===== config.mk =====
export PLATFORM = sky130hd
export DESIGN_NAME = ddc_lane_framer
export DESIGN_NICKNAME = d
export VERILOG_FILES = /design/src/rtl/ddc_framer_pkg.sv /design/src/rtl/framer_timing.sv /design/src/rtl/framer_lane.sv /design/src/rtl/framer_rate_check.sv /design/src/rtl/ddc_lane_framer.sv
export SDC_FILE = /design/constraint.sdc
export NUM_CORES = 1
export LEC_CHECK = 0
export BUFFER_PORTS_ARGS = -buffer_cell sky130_fd_sc_hd__buf_2
export CAP_MARGIN = 15
export CORE_ASPECT_RATIO = 1.2
export CORE_MARGIN = 2
export CORE_UTILIZATION = 50
export DETAILED_ROUTE_END_ITERATION = 16
export HOLD_SLACK_MARGIN = 0.06
export PLACE_DENSITY_LB_ADDON = 0.2
export REMOVE_ABC_BUFFERS = 1
export SYNTH_ARGS = -nofsm -noshare
export SYNTH_HDL_FRONTEND = slang
export SYNTH_HIERARCHICAL = 1
export SYNTH_SLANG_ARGS = --single-unit

===== constraint.sdc =====
create_clock -name clk_i -period 3.5 [get_ports clk_i]
set_input_delay 0.7 -clock clk_i [delete_from_list [all_inputs] [get_ports clk_i]]
set_output_delay 0.7 -clock clk_i [all_outputs]
set_load 0.02 [all_outputs]

===== src/rtl/ddc_framer_pkg.sv =====
`timescale 1ns/1ps
package ddc_framer_pkg;
  localparam int OCTET_W = 8;
  localparam int CODE_NUM = 10;  // line-code expansion numerator
  localparam int CODE_DEN = 8;
endpackage


===== src/rtl/framer_timing.sv =====
`timescale 1ns/1ps
module framer_timing #(
  parameter int OCT_PER_FRAME = 4,
  parameter int FRAMES_PER_MF = 32,
  localparam int OCT_W = $clog2(OCT_PER_FRAME),
  localparam int FRM_W = $clog2(FRAMES_PER_MF)
) (
  input  logic             clk_i,
  input  logic             rst_ni,
  output logic [OCT_W-1:0] oct_idx_o,
  output logic             capture_o,
  output logic             sof_o,
  output logic             somf_o
);
  logic [OCT_W-1:0] oct_q;
  logic [FRM_W-1:0] frm_q;

  assign oct_idx_o = oct_q;
  assign capture_o = (oct_q == '0);

  always_ff @(posedge clk_i or negedge rst_ni) begin
    if (!rst_ni) begin
      oct_q  <= '0;
      frm_q  <= '0;
      sof_o  <= 1'b0;
      somf_o <= 1'b0;
    end else begin
      oct_q  <= (oct_q == OCT_W'(OCT_PER_FRAME - 1)) ? '0 : oct_q + 1'b1;
      sof_o  <= capture_o;
      somf_o <= capture_o && (frm_q == '0);
      if (capture_o)
        frm_q <= (frm_q == FRM_W'(FRAMES_PER_MF - 1)) ? '0 : frm_q + 1'b1;
    end
  end
endmodule


===== src/rtl/framer_lane.sv =====
`timescale 1ns/1ps
module framer_lane
  import ddc_framer_pkg::*;
#(
  parameter int SAMPLE_W = 16,
  parameter int OCT_W    = 2,
  localparam int PAIR_W  = 2 * SAMPLE_W
) (
  input  logic                clk_i,
  input  logic                rst_ni,
  input  logic                capture_i,
  input  logic [OCT_W-1:0]    oct_idx_i,
  input  logic [SAMPLE_W-1:0] i_smp_i,
  input  logic [SAMPLE_W-1:0] q_smp_i,
  input  logic                valid_i,
  output logic [OCTET_W-1:0]  octet_o,
  output logic                underflow_o
);
  logic [PAIR_W-1:0] pair_q, pair_nxt, pair_sh;

  // I occupies the upper half so it leaves first
  assign pair_nxt = valid_i ? {i_smp_i, q_smp_i} : pair_q;
  assign pair_sh  = pair_q << (OCTET_W * int'(oct_idx_i));

  always_ff @(posedge clk_i or negedge rst_ni) begin
    if (!rst_ni) begin
      pair_q      <= '0;
      octet_o     <= '0;
      underflow_o <= 1'b0;
    end else if (capture_i) begin
      pair_q  <= pair_nxt;
      octet_o <= pair_nxt[PAIR_W-1 -: OCTET_W];
      if (!valid_i) underflow_o <= 1'b1;
    end else begin
      octet_o <= pair_sh[PAIR_W-1 -: OCTET_W];
    end
  end
endmodule


===== src/rtl/framer_rate_check.sv =====
`timescale 1ns/1ps
module framer_rate_check
  import ddc_framer_pkg::*;
#(
  parameter int NUM_LANES     = 4,
  parameter int SAMPLE_W      = 16,
  parameter int DECIM         = 8,
  parameter int SMP_PER_FRAME = 1,
  parameter int MAX_LANE_MBPS = 12500,
  parameter int FS_W          = 16,
  parameter int RATE_W        = 32,
  localparam int NUM_CONV     = 2 * NUM_LANES,
  localparam int RATE_NUM     = NUM_CONV * SAMPLE_W * SMP_PER_FRAME * CODE_NUM,
  localparam int RATE_DEN     = CODE_DEN * DECIM * NUM_LANES,
  localparam int PROD_W       = FS_W + 32
) (
  input  logic [FS_W-1:0]   fs_msps_i,
  output logic [RATE_W-1:0] lane_mbps_o,
  output logic              invalid_o
);
  logic [PROD_W-1:0] prod, quot;

  assign prod        = PROD_W'(fs_msps_i) * PROD_W'(RATE_NUM);
  assign quot        = prod / PROD_W'(RATE_DEN);
  assign lane_mbps_o = quot[RATE_W-1:0];
  assign invalid_o   = quot > PROD_W'(MAX_LANE_MBPS);
endmodule


===== src/rtl/ddc_lane_framer.sv =====
`timescale 1ns/1ps
module ddc_lane_framer
  import ddc_framer_pkg::*;
#(
  parameter int NUM_LANES     = 4,
  parameter int SAMPLE_W      = 16,
  parameter int FRAMES_PER_MF = 32,
  parameter int DECIM         = 8,
  parameter int MAX_LANE_MBPS = 12500,
  parameter int FS_W          = 16,
  parameter int RATE_W        = 32,
  localparam int OCT_PER_FRAME = 2 * SAMPLE_W / OCTET_W,
  localparam int OCT_W         = $clog2(OCT_PER_FRAME)
) (
  input  logic                          clk_i,
  input  logic                          rst_ni,
  input  logic [NUM_LANES*SAMPLE_W-1:0] i_data_i,
  input  logic [NUM_LANES*SAMPLE_W-1:0] q_data_i,
  input  logic [NUM_LANES-1:0]          valid_i,
  input  logic [FS_W-1:0]               sample_rate_msps_i,
  output logic [NUM_LANES*OCTET_W-1:0]  lane_data_o,
  output logic                          sof_o,
  output logic                          somf_o,
  output logic [NUM_LANES-1:0]          underflow_o,
  output logic [RATE_W-1:0]             lane_rate_mbps_o,
  output logic                          rate_invalid_o
);
  logic [OCT_W-1:0] oct_idx;
  logic             capture;

  framer_timing #(
    .OCT_PER_FRAME(OCT_PER_FRAME),
    .FRAMES_PER_MF(FRAMES_PER_MF)
  ) u_timing (
    .clk_i     (clk_i),
    .rst_ni    (rst_ni),
    .oct_idx_o (oct_idx),
    .capture_o (capture),
    .sof_o     (sof_o),
    .somf_o    (somf_o)
  );

  // fixed routing: converter n -> lane n
  for (genvar n = 0; n < NUM_LANES; n++) begin : g_lane
    framer_lane #(
      .SAMPLE_W(SAMPLE_W),
      .OCT_W   (OCT_W)
    ) u_lane (
      .clk_i       (clk_i),
      .rst_ni      (rst_ni),
      .capture_i   (capture),
      .oct_idx_i   (oct_idx),
      .i_smp_i     (i_data_i[n*SAMPLE_W +: SAMPLE_W]),
      .q_smp_i     (q_data_i[n*SAMPLE_W +: SAMPLE_W]),
      .valid_i     (valid_i[n]),
      .octet_o     (lane_data_o[n*OCTET_W +: OCTET_W]),
      .underflow_o (underflow_o[n])
    );
  end

  framer_rate_check #(
    .NUM_LANES    (NUM_LANES),
    .SAMPLE_W     (SAMPLE_W),
    .DECIM        (DECIM),
    .SMP_PER_FRAME(1),
    .MAX_LANE_MBPS(MAX_LANE_MBPS),
    .FS_W         (FS_W),
    .RATE_W       (RATE_W)
  ) u_rate (
    .fs_msps_i   (sample_rate_msps_i),
    .lane_mbps_o (lane_rate_mbps_o),
    .invalid_o   (rate_invalid_o)
  );
endmodule


==> impl_metrics.csv, run 1 <==
group,metric,value,unit
outcome,outcome,"finished with violations",
outcome,violations,"setup timing",
routing,met2_length,10.5,mm
critical_path,crit_path_start,"sample_rate_msps_i[5]",
power,power.static_leakage,0.00579,uW
finish,final_cells,1192,
timing,clock_skew,0.00835,ns
clock_tree,clock_latency,0.43,ns
timing,min_period,3.63,ns
critical_path,slowest_stage,"o41ai_2",
routing,routed_via_density,5.25,
critical_path,path_delay_family,"compound AO/OA/AOI/OAI gates",
clock_tree,clock_sinks,173,
power,irDropWorstVdd,339,uV
yosys,synth_top_area_share,45.5,%
critical_path,path_buf_inv,5,
grt,grt_use_total,21.1,%
routing,routed_wl,21.1,mm
critical_path,reg2reg_slack,1.02,ns
critical_path,cp_max_fo,4,
yosys,synth_most_common_cell,"dfrtp_1",
clock_tree,cts_root_buf,"clkbuf_16",
placed_design,port-buffer-count,207,
yosys,netlist_area,0.00951,mm2
clock_tree,worst_setup_hold_path_clk_slew,0.07,ns
timing,max_freq,275,MHz
yosys,ys_types,55,
run,maxCapViolations,0,
critical_path,critPathKind,"primary input to output port",
yosys,ys_seq_area_share,45.5,%
critical_path,cp.required,2.80,ns
yosys,synth_edf_count,0,
timing,maxSlewHeadroom,49.4,%
grt,grt_max_degree,79,
power,power-per-cell-area,463,mW/mm2
routing,wl_met1,9.22,mm
critical_path,slowest_delay,0.40,ns
die,coreArea,0.0188,mm2
clock_tree,cts_max_level,4,
yosys,synth_ff_type,"dfrtp_1",
yosys,syn_inst,689,
critical_path,rr_worst_depth,4,
timing,worst_slack,-0.133,ns
yosys,synth_area_leaders,"dfrtp_1 (46%), mux2_4 (19%), mux2i_1 (10%)",
clock_tree,holdBufCountCts,0,
critical_path,crit_chain,"buf_2 -> buf_4 -> ha_4 -> ha_4 -> buf_4 -> inv_1 -> o221ai_2 -> xnor2_2 -> o41ai_2 -> o41ai_2 -> o2111ai_2 -> buf_6",
critical_path,cp.arrival,2.93,ns
routing,antenna_left,0,
critical_path,cp_num_cells,12,
placed_design,dp_cells,1153,
routing,routed.top_layer,"met4",
die,dieArea,0.0201,mm2
grt,overflow,0,
critical_path,cp-start-kind,"primary input",
timing,rsz0062_at_grt,"true",
clock_tree,clk_path_buf_depth,2,
yosys,ys_async_sr_fraction,100,%
finish,areaGrowthSynthToFinish,24.1,%
die,io_pins,221,
die,die_w,130,um
clock_tree,cts_tree,"yes",
grt,grt_antenna_before_repair,2,
yosys,ys_ff_latch,173,
yosys,ys_warn_count,6,
placed_design,globalplace.congestion,0.813,
worst_hold_path,min_path_type,"primary input to asynchronous set/reset pin",
routing,drcViolationCount,0,
routing,firstDrtPassIters,4,
critical_path,r2r-end,"g_lane[2].u_lane/pair_q[29]",
routing,wl_per_cell,17.7,um
die,start_util,50.6,%
grt,grt_pass1_vias,6488,
clock_tree,cts-buffers-inserted,17,
placed_design,dp_hpwl,14.1,mm
critical_path,r2r_start,"u_timing/oct_idx_o[0]",
timing,slew_violations,0,
critical_path,setup.worst_path.end_class,"output port",
timing,hold_viol,0,
timing,setup_viol,2,
finish,fin_util,62.8,%
routing,num_vias,6263,
grt,grt_pass1_wl,33.4,mm
die,die_h,155,um
yosys,synth_commonest_cells,"dfrtp_1 (173), mux2_4 (120), mux2i_1 (97)",
die,rows,55,
routing,first_iter_violations,250,
timing,tightest_slew,0.758,ns
finish,drive_gt1_share,50.7,%
finish,fin_nets,1105,
power,finalPower,5460,uW
timing,setup_tns,-0.183,ns
timing,fin_crit_sh,104,%
yosys,synth_area_per_cell,13.8,um2
yosys,synth_top_cell_by_area,"dfrtp_1",
routing,route.met3.wl,1.01,mm
==> power breakdown <==
part	total, uW	switching [uW]	internal [uW]
Clock	2020	863	1160
Combinational	1150	542	613
Sequential	2290	107	2180
Total	5460	1510	3950
==> timing repair <==
item                                    in CTS  in global routing
buffers inserted                             2                  3
pin swaps                                   16                 20
cloned                                       0                  0
endpoints found under the hold margin        0                  0
gates resized for setup                     34                 26
endpoints found under the setup margin       6                  6
==> layout make-up <==
class | instances | area (um2)
fill | 1492 | 6990
sequential | 173 | 4330
timing repair buffer | 251 | 1460
multi-input combinational | 457 | 4970
clock buffer | 18 | 429
tap | 256 | 320
antenna | 2 | 5.00
clock inverter | 14 | 200
inverter | 21 | 78.8
==> per-layer routing <==
layer	up-vias	track usage, %
li1	2970	-
met1	3085	27.2
met2	181	34.9
met3	27	5.33
met4	0	6.86
met5	-	0
==> worst max-delay path by stage <==
stage	slack [ns]	endpoint
after floorplan	-0.92	g_lane[0].u_lane/pair_q[23]
after global placement	-0.27	rate_invalid_o
after detailed placement	-0.31	rate_invalid_o
after CTS	-0.21	rate_invalid_o
after global routing	-0.22	rate_invalid_o
final	-0.13	rate_invalid_o
==> registers in the layout (all words and copies together), names as in the netlist <==
signal                     flops
u_timing/frm_q                 5
u_timing/somf_o                1
g_lane.u_lane/pair_q         128
u_timing/oct_idx_o             2
u_timing/sof_o                 1
g_lane.u_lane/octet_o         32
g_lane.u_lane/underflow_o      4
==> metrics by stage <==
step	setup slack (ns)	cell area, um2	hold WS, ns
5_1_grt	-0.221	11800	0.359
4_1_cts	-0.212	11600	0.336
3_3_place_gp	-0.267	10800	0.436
3_5_place_dp	-0.314	10800	0.443
6_report	-0.133	11800	0.313
2_1_floorplan	-0.916	9080	0.404
==> cells in the final DEF (no fill, tap or decap), types with 9 or more instances in the layout <==
cell type / instances
a21oi_2: 13
ha_4: 12
ha_1: 20
mux2_2: 9
inv_1: 20
mux2i_1: 97
buf_4: 42
a22o_1: 32
dfrtp_1: 172
mux2_4: 120
nor2_1: 9
a21oi_1: 31
buf_2: 198
clkbuf_16: 17
conb_1: 13
==> kinds of logic (layout without fill, tap and decap cells) <==
family	count (synthesis)	in the layout	share of synthesized area, %
mux	226	226	30.2
flops	173	173	45.5
compound gates	121	121	9.50
buf+inv	71	304	5.83
simple gates	53	53	3.40
fa+ha+maj	34	34	4.55
xor+xnor	10	10	0.921
other cells	1	15	0.0394
(Power assumes the default switching activity.)
==> inputs of run 2 (changes only) <==
--- a/config.mk
+++ b/config.mk
@@ -9,7 +9,7 @@
 export CAP_MARGIN = 15
 export CORE_ASPECT_RATIO = 1.2
 export CORE_MARGIN = 2
-export CORE_UTILIZATION = 50
+export CORE_UTILIZATION = 25
 export DETAILED_ROUTE_END_ITERATION = 16
 export HOLD_SLACK_MARGIN = 0.06
 export PLACE_DENSITY_LB_ADDON = 0.2
==> impl_metrics.csv, run 2 (synthesized netlist as in run 1, its figures left out) <==
group,metric,value,unit
outcome,outcome,"finished with violations",
outcome,violations,"setup timing",
critical_path,cp.arrival,2.92,ns
grt,grt_pass1_vias,6516,
power,power-per-cell-area,456,mW/mm2
finish,final_common_cell,"buf_2",
critical_path,setup.worst_path.end_class,"output port",
power,power_frac_comb,21.4,%
clock_tree,worst_setup_hold_path_clk_slew,0.07,ns
finish,reg.largest.list,"g_lane.u_lane/pair_q x128, g_lane.u_lane/octet_o x32, u_timing/frm_q x5",
power,clockPowerShare,37.6,%
critical_path,cp.required,2.80,ns
die,die_w,182,um
critical_path,critPathKind,"primary input to output port",
run,maxCapViolations,0,
placed_design,globalplace.congestion,0.757,
critical_path,r2r_start,"u_timing/oct_idx_o[1]",
power,p_sw_share,28.5,%
grt,overflow,0,
clock_tree,cts-buffers-inserted,17,
routing,routed_via_density,4.36,
critical_path,cp_max_fo,4,
power,irDropWorstVdd,360,uV
timing,clock_skew,0.00979,ns
routing,wl_per_cell,17.1,um
die,dieArea,0.0396,mm2
timing,hold_viol,0,
power,finalPower,5580,uW
finish,fin_util,32.5,%
critical_path,reg2reg_slack,0.91,ns
routing,antenna_left,0,
routing,firstDrtPassIters,4,
timing,worst_slack,-0.123,ns
placed_design,port-buffer-count,207,
timing,slew_violations,0,
die,rows,78,
clock_tree,clock_latency,0.45,ns
finish,areaGrowthSynthToFinish,28.7,%
finish,largest_reg_flops,128,
grt,grt_max_degree,61,
clock_tree,clk_path_buf_depth,2,
timing,tightest_slew,0.882,ns
timing,rsz0062_at_grt,"true",
die,coreArea,0.0377,mm2
finish,final_cell_mix,"buf_2 (199), dfrtp_1 (172), mux2_4 (120), mux2i_1 (97), buf_4 (51)",
routing,num_vias,6217,
grt,grt_pass1_wl,37.9,mm
timing,fin_crit_sh,104,%
finish,fin_nets,1114,
clock_tree,clock_sinks,173,
worst_hold_path,min_path_type,"primary input to asynchronous set/reset pin",
die,die_h,218,um
power,p_int,3990,uW
routing,routed_wl,24.4,mm
placed_design,pre_cts_slack,-0.324,ns
clock_tree,cts_max_level,4,
critical_path,rr_worst_depth,5,
finish,final_area,0.0122,mm2
routing,first_iter_violations,191,
clock_tree,cts_root_buf,"clkbuf_16",
timing,max_freq,276,MHz
finish,drive_gt1_share,52.0,%
power,p_switching,1590,uW
die,start_util,25.2,%
critical_path,crit_path_start,"sample_rate_msps_i[3]",
grt,grt_use_total,12.5,%
finish,largest_register,"g_lane.u_lane/pair_q",
critical_path,cp-start-kind,"primary input",
timing,maxSlewHeadroom,41.1,%
critical_path,r2r-end,"g_lane[1].u_lane/octet_o[6]",
timing,min_period,3.62,ns
placed_design,post_dp_cell_area,0.0111,mm2
power,pwr-share-seq,41.0,%
routing,drcViolationCount,0,
die,io_pins,221,
clock_tree,cts_tree,"yes",
placed_design,dp_hpwl,16.7,mm
grt,grt_antenna_before_repair,3,
timing,setup_viol,4,
power,power.static_leakage,0.00586,uW
## run 2: cell count changes in the layout (fill, tap and decap cells not counted), moves of 2 or more
cell | before | now
clkinvlp_4 | 3 | 0
xnor2_1 | 3 | 1
o21ai_4 | 0 | 2
xnor2_2 | 3 | 5
buf_4 | 42 | 51
inv_8 | 4 | 2
clkinv_4 | 0 | 3
inv_6 | 3 | 5
clkbuf_8 | 0 | 2
## run 2: layout make-up
type,instances,area (um2)
fill,3844,25400
multi-input combinational,457,5070
sequential,173,4330
timing repair buffer,260,1510
tap,480,601
clock buffer,18,439
clock inverter,14,199
inverter,21,78.8
antenna,2,5.00
## run 2: how the worst max path moves through the flow
stage | to | slack [ns] | cells past startpoint
after floorplan | g_lane[0].u_lane/pair_q[23] | -0.92 | 4
final | rate_invalid_o | -0.12 | 12
after global routing | rate_invalid_o | -0.22 | 12
after CTS | rate_invalid_o | -0.17 | 11
after detailed placement | rate_invalid_o | -0.32 | 11
after global placement | rate_invalid_o | -0.30 | 12
## run 2: worst max-delay path, stage by stage
cell and delay (ns):
buf_8 0.11, ha_4 0.26, ha_4 0.14, inv_2 0.04
fa_2 0.38, nor2b_4 0.15, o311a_4 0.25, o21ai_4 0.06
xnor2_2 0.15, o41ai_2 0.35, o2111ai_1 0.16, buf_4 0.18
## run 2: power groups by stage
| stage | sequential (uW) | clock (uW) | combinational, uW |
|---|---|---|---|
| final | 2290 | 2100 | 1190 |
| after global routing | 2310 | 2270 | 1300 |
| after CTS | 2290 | 2200 | 1130 |
| after detailed placement | 2320 | 0 | 1070 |
| after global placement | 2320 | 0 | 1070 |
| after floorplan | 2340 | 0 | 602 |
## run 2: metal layers
| metal | GRT usage, % | routed length (um) | share of wire [%] | vias up |
|---|---|---|---|---|
| met4 | 4.60 | 387 | 1.6 | 2 |
| met2 | 21.1 | 12000 | 49 | 126 |
| met5 | 0 | 13 | 0.053 | - |
| met1 | 15.5 | 11100 | 45 | 3087 |
| met3 | 2.99 | 1030 | 4.2 | 18 |
| li1 | - | - | - | 2984 |
## run 2: through the flow
stage,TNS (ns),instances,hold slack [ns]
after global routing,-0.739,1423,0.244
final,-0.232,1425,0.241
after CTS,-0.248,1420,0.232
after detailed placement,-1.14,1387,0.445
after floorplan,-137.50,651,0.404
after global placement,-0.904,1387,0.439
## run 2: what timing repair did
item | in CTS | in global routing
buffers inserted | 1 | 3
pin swaps | 14 | 16
hold buffers | 0 | 0
endpoints found under the hold margin | 0 | 0
gates resized for setup | 39 | 32
setup endpoints to repair | 7 | 7
cloned | 0 | 0
==> inputs of run 3 (changes only) <==
--- a/config.mk
+++ b/config.mk
@@ -9,7 +9,7 @@
 export CAP_MARGIN = 15
 export CORE_ASPECT_RATIO = 1.2
 export CORE_MARGIN = 2
-export CORE_UTILIZATION = 25
+export CORE_UTILIZATION = 51
 export DETAILED_ROUTE_END_ITERATION = 16
 export HOLD_SLACK_MARGIN = 0.06
 export PLACE_DENSITY_LB_ADDON = 0.2
==> impl_metrics.csv, run 3 (synthesized netlist as in run 1, its figures left out) <==
group,metric,value,unit
outcome,outcome,"finished with violations",
outcome,violations,"setup timing",
finish,final_cells,1159,
power,power_frac_comb,21.6,%
grt,grt_pass1_wl,32.9,mm
clock_tree,cts_tree,"yes",
finish,final_cell_mix,"buf_2 (199), dfrtp_1 (172), mux2_4 (120), mux2i_1 (97), buf_4 (42)",
finish,multi_input_area,0.00495,mm2
power,p_sw_share,28.7,%
die,start_util,52.1,%
finish,ff_latch_area,0.00433,mm2
power,power.static_leakage,0.00576,uW
power,power-per-cell-area,452,mW/mm2
finish,fin_nets,1103,
placed_design,port-buffer-count,207,
routing,antenna_left,0,
clock_tree,worst_setup_hold_path_clk_slew,0.07,ns
clock_tree,cts_root_buf,"clkbuf_16",
critical_path,cp.required,2.80,ns
routing,firstDrtPassIters,4,
timing,min_period,3.70,ns
timing,tightest_slew,0.800,ns
finish,fin_util,63.9,%
finish,largest_register,"g_lane.u_lane/pair_q",
clock_tree,cts-buffers-inserted,17,
routing,drcViolationCount,0,
timing,max_freq,270,MHz
clock_tree,clock_latency,0.43,ns
finish,nFillCells,1452,
die,rows,54,
power,finalPower,5260,uW
finish,final_area,0.0116,mm2
routing,wl_per_cell,17.8,um
placed_design,pre_cts_slack,-0.343,ns
timing,rsz0062_at_grt,"true",
timing,maxSlewHeadroom,46.6,%
placed_design,dp_hpwl,13.8,mm
clock_tree,clock_sinks,173,
power,pwr-share-seq,43.5,%
routing,num_vias,6180,
grt,grt_pass1_vias,6440,
timing,fin_crit_sh,106,%
timing,hold_viol,0,
finish,reg.largest.list,"g_lane.u_lane/pair_q x128, g_lane.u_lane/octet_o x32, u_timing/frm_q x5",
routing,first_iter_violations,278,
finish,final_common_cell,"buf_2",
clock_tree,clk_path_buf_depth,2,
critical_path,cp_max_fo,4,
grt,grt_antenna_before_repair,4,
critical_path,cp.arrival,3.00,ns
placed_design,dp_cells,1120,
power,irDropWorstVdd,303,uV
die,coreArea,0.0182,mm2
critical_path,setup.worst_path.end_class,"output port",
die,die_w,129,um
run,maxCapViolations,0,
clock_tree,holdBufCountCts,0,
clock_tree,cts_max_level,4,
routing,routed_via_density,5.33,
power,clockPowerShare,34.9,%
die,die_h,154,um
worst_hold_path,min_path_type,"primary input to asynchronous set/reset pin",
timing,setup_viol,4,
timing,slew_violations,0,
power,p_switching,1510,uW
grt,overflow,0,
routing,routed_wl,20.6,mm
placed_design,post_dp_cell_area,0.0107,mm2
die,io_pins,221,
finish,largest_reg_flops,128,
finish,drive_gt1_share,50.3,%
placed_design,globalplace.congestion,0.856,
grt,grt_max_degree,74,
power,p_int,3750,uW
critical_path,cp-start-kind,"primary input",
finish,areaGrowthSynthToFinish,22.5,%
timing,clock_skew,0.0112,ns
grt,grt_use_total,20.9,%
critical_path,critPathKind,"primary input to output port",
timing,worst_slack,-0.204,ns
die,dieArea,0.0198,mm2
==> run 3: cell types whose count changed in the layout (fill, tap and decap cells not counted), moves of 2 or more <==
cell,delta
ha_1,+4
xnor2_1,+3
bufinv_16,-3
inv_6,-2
xnor2_2,-3
inv_8,+2
ha_4,-5
buf_4,-9
==> run 3: timing repair <==
action / in CTS / in global routing
endpoints found under the hold margin: 0 / 0
setup endpoints to repair: 6 / 7
pin swaps: 17 / 13
gates cloned: 0 / 0
gates resized for setup: 40 / 15
buffers inserted: 3 / 1
==> run 3: power by group through the flow <==
stage	Clock (uW)	Combinational [uW]	Sequential, uW
after floorplan	0	602	2340
after global placement	0	1020	2320
after detailed placement	0	1030	2320
after CTS	1890	1110	2290
after global routing	1970	1230	2310
final	1840	1140	2290
==> run 3: routing by layer <==
layer  global-route usage [%]  up-vias  routed length, um
li1                         -     2968                  -
met1                     26.7     3048               9020
met2                     34.9      138              10300
met3                     4.49       26                893
met4                     7.51        0                411
met5                        0        -                  0
==> run 3: cell type report <==
| cell class | instances | area share [%] |
|---|---|---|
| diodes | 3 | 0.0644 |
| clock buffers | 18 | 3.77 |
| clock inverters | 14 | 1.24 |
| inverters | 21 | 0.677 |
| multi-input cells | 457 | 42.5 |
| flip-flops and latches | 173 | 37.2 |
| well taps | 224 | 2.41 |
| repair buffers | 249 | 12.1 |
==> run 3: final timing paths <==
kind / startpoint / end / slack (ns) / depth (start not counted)
min reg2reg: g_lane[3].u_lane/underflow_o / g_lane[3].u_lane/underflow_o / 0.45 / 1
min in group clk_i: g_lane[3].u_lane/underflow_o / g_lane[3].u_lane/underflow_o / 0.45 / 1
max in group asynchronous: rst_ni / g_lane[2].u_lane/octet_o[0] / 2.36 / 2
max: sample_rate_msps_i[1] / rate_invalid_o / -0.20 / 12
min: rst_ni / g_lane[0].u_lane/pair_q[22] / 0.25 / 1
max reg2reg: u_timing/oct_idx_o[0] / g_lane[1].u_lane/pair_q[0] / 1.13 / 4
==> run 3: per-stage QoR <==
stage / hold slack (ns) / setup TNS (ns)
floorplan: 0.404 / -137.50
global placement: 0.435 / -0.530
finish: 0.253 / -0.244
detailed placement: 0.439 / -0.776
CTS: 0.299 / -0.191
global route: 0.327 / -0.663
==> run 3: critical path: stages <==
cell	delay, ns
buf_8	0.10
ha_4	0.24
ha_4	0.17
inv_2	0.05
fa_2	0.22
nor2b_4	0.05
o311a_4	0.34
o211ai_1	0.22
o311ai_2	0.15
o41ai_2	0.42
o2111ai_2	0.15
buf_4	0.19
